==> config.mk <==
export PLATFORM = sky130hd
export DESIGN_NAME = periodic_down_timer
export DESIGN_NICKNAME = d
export VERILOG_FILES = /design/src/rtl/timer_pkg.sv /design/src/rtl/timer_tick_gen.sv /design/src/rtl/timer_count_core.sv /design/src/rtl/timer_reg_port.sv /design/src/rtl/periodic_down_timer.sv
export SDC_FILE = /design/constraint.sdc
export NUM_CORES = 1
export LEC_CHECK = 0
export ABC_AREA = 0
export BUFFER_PORTS_ARGS = -buffer_cell sky130_fd_sc_hd__buf_2
export CAP_MARGIN = 20
export CORE_ASPECT_RATIO = 1.4
export CORE_MARGIN = 2
export CORE_UTILIZATION = 50
export DETAILED_ROUTE_END_ITERATION = 8
export PLACE_DENSITY = 0.84
export SYNTH_ARGS = -nofsm -noshare
export SYNTH_HDL_FRONTEND = slang
export SYNTH_SLANG_ARGS = --single-unit
==> constraint.sdc <==
create_clock -name clk -period 2.2 [get_ports clk]
set_input_delay 0.22 -clock clk [delete_from_list [all_inputs] [get_ports clk]]
set_output_delay 0.22 -clock clk [all_outputs]
set_load 0.03 [all_outputs]
==> src/rtl/timer_pkg.sv <==
package timer_pkg;
   localparam int unsigned REG_COUNT  = 0;
   localparam int unsigned REG_PERIOD = 1;
endpackage

==> src/rtl/timer_tick_gen.sv <==
module timer_tick_gen #(
   parameter int unsigned DIV = 4
) (
   input  logic clk,
   input  logic rst,
   input  logic slow,
   output logic tick
);
   localparam int unsigned PW = (DIV > 1) ? $clog2(DIV) : 1;
   localparam logic [PW-1:0] LAST = PW'(DIV - 1);

   logic [PW-1:0] phase_q;

   generate
      if (DIV < 2) begin : g_bad_div
         $error("timer_tick_gen: DIV must be at least 2");
      end
      if (DIV == (1 << PW)) begin : g_pow2
         always_ff @(posedge clk) begin
            if (rst) phase_q <= '0;
            else     phase_q <= phase_q + 1'b1;
         end
      end else begin : g_any
         always_ff @(posedge clk) begin
            if (rst)                  phase_q <= '0;
            else if (phase_q == LAST) phase_q <= '0;
            else                      phase_q <= phase_q + 1'b1;
         end
      end
   endgenerate

   assign tick = slow ? (phase_q == LAST) : 1'b1;
endmodule

==> src/rtl/timer_count_core.sv <==
module timer_count_core #(
   parameter int unsigned CNT_W = 16
) (
   input  logic             clk,
   input  logic             rst,
   input  logic             tick,
   input  logic             load,
   input  logic [CNT_W-1:0] load_val,
   input  logic [CNT_W-1:0] period,
   output logic [CNT_W-1:0] count,
   output logic             zero_pulse
);
   logic [CNT_W-1:0] step_val;

   generate
      if (CNT_W < 2) begin : g_bad_w
         $error("timer_count_core: CNT_W must be at least 2");
      end
   endgenerate

   always_comb begin
      if (count == '0) step_val = period;
      else             step_val = count - 1'b1;
   end

   always_ff @(posedge clk) begin
      if (rst) begin
         count      <= '1;
         zero_pulse <= 1'b0;
      end else begin
         zero_pulse <= 1'b0;
         if (load) begin
            count <= load_val;
         end else if (tick) begin
            count      <= step_val;
            zero_pulse <= (step_val == '0);
         end
      end
   end
endmodule

==> src/rtl/timer_reg_port.sv <==
module timer_reg_port
   import timer_pkg::*;
#(
   parameter int unsigned CNT_W  = 16,
   parameter int unsigned ADDR_W = 2
) (
   input  logic              clk,
   input  logic              rst,
   input  logic [ADDR_W-1:0] addr,
   input  logic              wr_en,
   input  logic [CNT_W-1:0]  wr_data,
   input  logic [CNT_W-1:0]  count,
   output logic              count_wr,
   output logic [CNT_W-1:0]  period,
   output logic [CNT_W-1:0]  rd_data
);
   localparam logic [ADDR_W-1:0] A_CNT = ADDR_W'(REG_COUNT);
   localparam logic [ADDR_W-1:0] A_PRD = ADDR_W'(REG_PERIOD);

   generate
      if (ADDR_W < 1) begin : g_bad_a
         $error("timer_reg_port: ADDR_W must be at least 1");
      end
   endgenerate

   assign count_wr = wr_en && (addr == A_CNT);

   always_ff @(posedge clk) begin
      if (rst)                          period <= '1;
      else if (wr_en && addr == A_PRD)  period <= wr_data;
   end

   always_comb begin
      case (addr)
         A_CNT:   rd_data = count;
         A_PRD:   rd_data = period;
         default: rd_data = '0;
      endcase
   end
endmodule

==> src/rtl/periodic_down_timer.sv <==
module periodic_down_timer #(
   parameter int unsigned CNT_W  = 16,
   parameter int unsigned ADDR_W = 2,
   parameter int unsigned DIV    = 4
) (
   input  logic              clk,
   input  logic              rst,
   input  logic [ADDR_W-1:0] addr,
   input  logic              wr_en,
   input  logic [CNT_W-1:0]  wr_data,
   output logic [CNT_W-1:0]  rd_data,
   input  logic              slow_tick,
   output logic              irq
);
   logic             tick;
   logic             cnt_wr;
   logic [CNT_W-1:0] cnt_q;
   logic [CNT_W-1:0] prd_q;

   timer_tick_gen #(.DIV(DIV)) u_tick (
      .clk(clk), .rst(rst), .slow(slow_tick), .tick(tick)
   );

   timer_reg_port #(.CNT_W(CNT_W), .ADDR_W(ADDR_W)) u_regs (
      .clk(clk), .rst(rst), .addr(addr), .wr_en(wr_en), .wr_data(wr_data),
      .count(cnt_q), .count_wr(cnt_wr), .period(prd_q), .rd_data(rd_data)
   );

   timer_count_core #(.CNT_W(CNT_W)) u_core (
      .clk(clk), .rst(rst), .tick(tick), .load(cnt_wr), .load_val(wr_data),
      .period(prd_q), .count(cnt_q), .zero_pulse(irq)
   );
endmodule

* Word-level counts from Yosys, hierarchy flattened
Cells that the tools add are included.
** Word-level totals
- Bits of input ports :: 22
- Logic and storage cells :: 21
- Output and inout bits :: 17
- Register bits :: 35
** Operators by class
- Equality and inequality tests :: 2
- Multiplexer cells :: 5
- Bitwise operators :: 1
- $add $sub $neg :: 2
- Reduce and logical (&&, ||, !) cells :: 7
** Operator list (number)
- $mux 16 :: 3
- $logic_not 16->1 :: 2
- $pmux 16 s2 :: 1
- $sub 16x1->16 const B :: 1
- $reduce_or 3->1 :: 1
- $add 2x1->2 const B :: 1
- $eq 2x1->1 const B :: 1
- $eq 2x2->1 const B :: 1
- $logic_and 1x1->1 :: 2
- $logic_not 2->1 :: 1
- $reduce_bool 2->1 :: 1
- $mux 1 :: 1
- $not 1->1 :: 1

* Logic depth before layout (Yosys ltp)
- Depth after elaboration :: 4
- Mapped depth :: 9
- Mapped depth without buffers :: 8

* Modules after synthesis
A second synthesis with hierarchy kept.
** Unflattened totals
- Cells, all modules :: 305
- Area total of the unflattened synthesis :: 2512.4 µm²
** By module, submodules not included
- timer_count_core :: seq. area each 340.3 µm², area each 1519.0 µm², cells each 192, instances 1
- timer_reg_port :: seq. area each 320.3 µm², area each 924.6 µm², cells each 107, instances 1
- timer_tick_gen :: seq. area each 40.0 µm², area each 68.8 µm², cells each 6, instances 1

* Worst setup path before layout
OpenSTA, ideal clock, no wires.
- Path type :: register to register
- Start :: register u_core.count[0]
- End :: register u_core.zero_pulse
- Buffers on the path :: 0
- Library setup time :: 0.088 ns
- Arrival :: 1.996 ns
- Period minus slack after synthesis :: 2.084 ns
- Stages on the path, launching flop included :: 9
- Path slack :: 0.116 ns
- Required time :: 2.112 ns
- Path through :: dfxtp_1 > inv_1 > ha_1 > nor4b_1 > nand4_4 > nor2_1 > a21oi_1 > or4_4 > nor4_2
** Between the ends
- Word-level cells in the longest chain between the ends :: 3
- Elaborated cells between the ends (all ways) :: 4
- Classes of those cells :: add/sub: 1; mux: 1; reduce/logical: 2
** RTL lines
- start, declared :: RTL line timer_count_core.sv:10 : output logic [CNT_W-1:0] count,
- start signal, assigned :: RTL line timer_count_core.sv:33 : count <= load_val;
- start signal, assigned :: RTL line timer_count_core.sv:35 : count <= step_val;
- $sub 16x1->16 or $logic_not 16->1 (tied branches) :: RTL line timer_count_core.sv:23, timer_count_core.sv:22
- $mux 16 (*) :: RTL line timer_count_core.sv:22 : if (count == '0) step_val = period;
- $logic_not 16->1 (*) :: RTL line timer_count_core.sv:36 : zero_pulse <= (step_val == '0);
- end signal, assigned :: RTL line timer_count_core.sv:36
- end, declared :: RTL line timer_count_core.sv:11 : output logic zero_pulse
Every way passes the cells marked *; elsewhere a longest branch is shown, timed or not.
A chain may end at the register's enable or synchronous reset.

* Worst setup path after layout
- Start :: register u_core.count[1]
- End :: register u_core.zero_pulse
The elaborated chain is that of the path after synthesis.

==> results.py <==
metrics = {
    "clock_tree": {
        "htree_num_levels": 2,
        "clockBufferDepth": 2,
        "root_buffer": "clkbuf_8",
        "hold_buffers": 0,
        "cts_tree": "built",
        "clk_latency_ns": 0.29,
        "clk_pin_slew_worst_paths_ns": 0.07,
        "cts.sinks": 35,
        "cts_made_buffers": 5,
    },
    "timing": {
        "hold_violations": 0,
        "timing.hold.ws_ns": 0.149,
        "max_freq_ghz": 0.478,
        "worst_slew_pin_slew_ns": 0.478,
        "period_needed_ns": 2.09,
        "finalSetupViolCount": 0,
        "slew_headroom_pct": 68.1,
        "setup_ws_ns": 0.109,
        "fin_crit_sh_pct": 95.1,
        "slew_viol_final": 0,
        "fin_skew_ns": 0.00480,
    },
    "floorplanning": {
        "core_mm2": 0.00424,
        "dieHeight_um": 82.4,
        "ios": 39,
        "start_util_pct": 51.8,
        "rows": 28,
        "dieArea_mm2": 0.00494,
        "die-width_um": 60.0,
    },
    "global_route": {
        "gr-total-overflow": 0,
        "grt.total_usage_pct": 26.0,
        "antenna_found_initial": 0,
        "grt_use_met3_pct": 4.21,
        "top_usage_layer": "met2",
        "grt_pass1_vias": 2106,
        "met1_usage_pct": 28.6,
        "use_met2_pct": 46.7,
        "grt_start_max_net_pins": 21,
        "grt_pass1_wl_mm": 9.67,
    },
    "worst_setup_path": {
        "cp_cell_sequence": "inv_1, ha_1, nor4b_2, nand4_4, buf_4, a21oi_1, or4_4, nor4_2",
        "critPathArrivalTime_ns": 2.29,
        "worstPathRequired_ns": 2.40,
        "critical-path-slowest-cell": "dfxtp_1",
        "worstSetupPathType": "flip-flop to flip-flop",
        "max_stage_delay_ns": 0.44,
        "worstSetupEndpointType": "flip-flop",
        "rrSetupSlack_ns": 0.11,
        "start_kind": "flip-flop",
        "crit_fanout": 17,
    },
    "layout": {
        "diodes": 0,
        "fin_area_mm2": 0.00265,
        "nNetsFinal": 363,
        "area_growth_pct": 20.9,
        "drive_above_1_share_pct": 23.0,
    },
    "drt": {
        "drc": 0,
        "final_antenna_net_count": 0,
        "routed_wl_mm": 6.13,
        "wl_per_cell_um": 15.4,
        "viasPerCell": 5.84,
        "drt_iter0_drc": 128,
        "vias": 2332,
        "firstDrtPassIters": 4,
    },
    "power_and_ir_drop": {
        "ir_drop_uv": 457,
        "p_leak_nw": 1.16,
        "power_density_mw_per_mm2": 591,
    },
    "placed_design": {
        "pre_cts_ws_ns": 0.0950,
        "gp_congestion": 0.843,
        "dp_hpwl_mm": 4.32,
        "port_buffers": 38,
        "place_area_mm2": 0.00252,
    },
    "synth": {
        "yosys_warnings": 0,
        "ys_async_sr_fraction_pct": 0,
        "synth_area_mm2": 0.00219,
        "synthFlopType": "dfxtp_1",
        "ys_types": 44,
        "ys_ff_latch": 35,
        "ys_seq_area_share_pct": 31.9,
        "synth_edf_count": 0,
        "syn-num-nets": 319,
        "synthCells": 294,
        "avgSynthCellArea_um2": 7.46,
    },
    "worst_hold_path": {
        "min_path_type": "input port to flip-flop",
    },
    "flow_run": {
        "cap_violations": 0,
    },
    "run_status": {
        "status": "completed",
    },
}
==> cell usage after synthesis (all sizes together) (2+ instances only) <==
master  number  area share, %
a211oi      11            3.8
clkbuf      19            3.2
a31oi        3           0.86
nor2        44            7.5
nand3b       2           0.68
or4          4            1.5
mux2i       17            7.8
nand4        3            1.5
inv          6            1.0
a21oi       15            3.4
nand3       27            6.2
nor2b        2           0.57
dfxtp       35             32
xnor2        3            1.2
o221ai       5            2.0
buf          3           0.91
xor2         6            2.4
nor3b        2           0.68
nor3         7            1.6
ha           3            1.7
a41oi        2           0.80
nor4         6            3.6
nand2       44            7.5
o21ai       12            2.7
==> worst max-delay path, delay by kind of cell, from the launching register on <==
kind	cells	cell delay, ns
compound gates	1	0.09
fa+ha+maj	1	0.19
buf+inv	2	0.31
flops	1	0.44
simple gates	4	0.98
==> flip-flops by register name, indices dropped and copies added (netlist names) <==
name,cells
u_core.zero_pulse,1
u_regs.period,16
u_core.count,16
u_tick.phase_q,2
==> timing repair <==
item / CTS / global route
setup buffers: 0 / 2
endpoints found under the setup margin: 0 / 8
gates resized for setup: 0 / 4
==> per-layer routing <==
metal,part of all wire (%),wire length (um)
met1,39,2400
met2,52,3190
met3,4.6,284
met4,4.1,250
met5,0,0
==> per-stage QoR <==
stage | power, mW | TNS [ns] | utilization (%) | std cells
2_1_floorplan | 0.948 | 0 | - | 294
3_3_place_gp | 1.05 | 0 | 59.4 | 389
3_5_place_dp | 1.06 | 0 | 59.4 | 389
4_1_cts | 1.57 | 0 | 61.7 | 397
5_1_grt | 1.64 | -0.0154 | 62.6 | 399
6_report | 1.57 | 0 | 62.6 | 399
==> final timing paths <==
| path | start | endpoint | cells past startpoint |
|---|---|---|---|
| worst max-delay path | u_core.count[1]$_SDFFE_PP1P_ | u_core.zero_pulse$_SDFF_PP0_ | 8 |
| worst min-delay path | wr_data[12] | u_regs.period[12]$_SDFFE_PP1P_ | 3 |
| worst max register to register | u_core.count[1]$_SDFFE_PP1P_ | u_core.zero_pulse$_SDFF_PP0_ | 8 |
| worst min register to register | u_tick.phase_q[0]$_SDFF_PP0_ | u_tick.phase_q[0]$_SDFF_PP0_ | 1 |
==> placed cells by master (no fill, tap or decap), types with 4 or more instances in the layout <==
cell type | synthesis | routed
nor2_1 | 44 | 44
nand2_1 | 44 | 44
buf_2 | 1 | 38
dfxtp_1 | 35 | 35
nand3_1 | 27 | 27
buf_4 | 0 | 21
mux2i_1 | 17 | 17
a21oi_1 | 15 | 15
a211oi_1 | 11 | 11
o21ai_1 | 8 | 8
clkbuf_8 | 0 | 7
inv_1 | 6 | 6
nor3_1 | 7 | 6
xor2_1 | 6 | 5
o221ai_1 | 5 | 5
o21ai_0 | 4 | 4
==> cell type report <==
type | count | area (um^2)
inverters | 6 | 22.5
well taps | 60 | 75.1
flip-flops and latches | 35 | 701
fillers | 362 | 1590
multi-input cells | 231 | 1410
repair buffers | 59 | 348
clock buffers | 8 | 100
==> cells by family (layout without fill, tap and decap cells) <==
logic type / count (synthesis) / count (layout) / synth area share, %
buf+inv: 28 / 73 / 5.19
flops: 35 / 35 / 31.9
fa+ha+maj: 3 / 3 / 1.71
xor+xnor: 9 / 9 / 3.59
compound gates: 54 / 54 / 15.9
mux: 17 / 17 / 7.75
simple gates: 148 / 148 / 33.9
==> report_power, final <==
| part | internal [mW] | leakage [nW] | switching (mW) |
|---|---|---|---|
| Sequential | 0.674 | 0.289 | 0.0550 |
| Combinational | 0.126 | 0.818 | 0.196 |
| Clock | 0.286 | 0.0515 | 0.232 |
| Total | 1.09 | 1.16 | 0.483 |
Power figures use the tool's default switching activity.
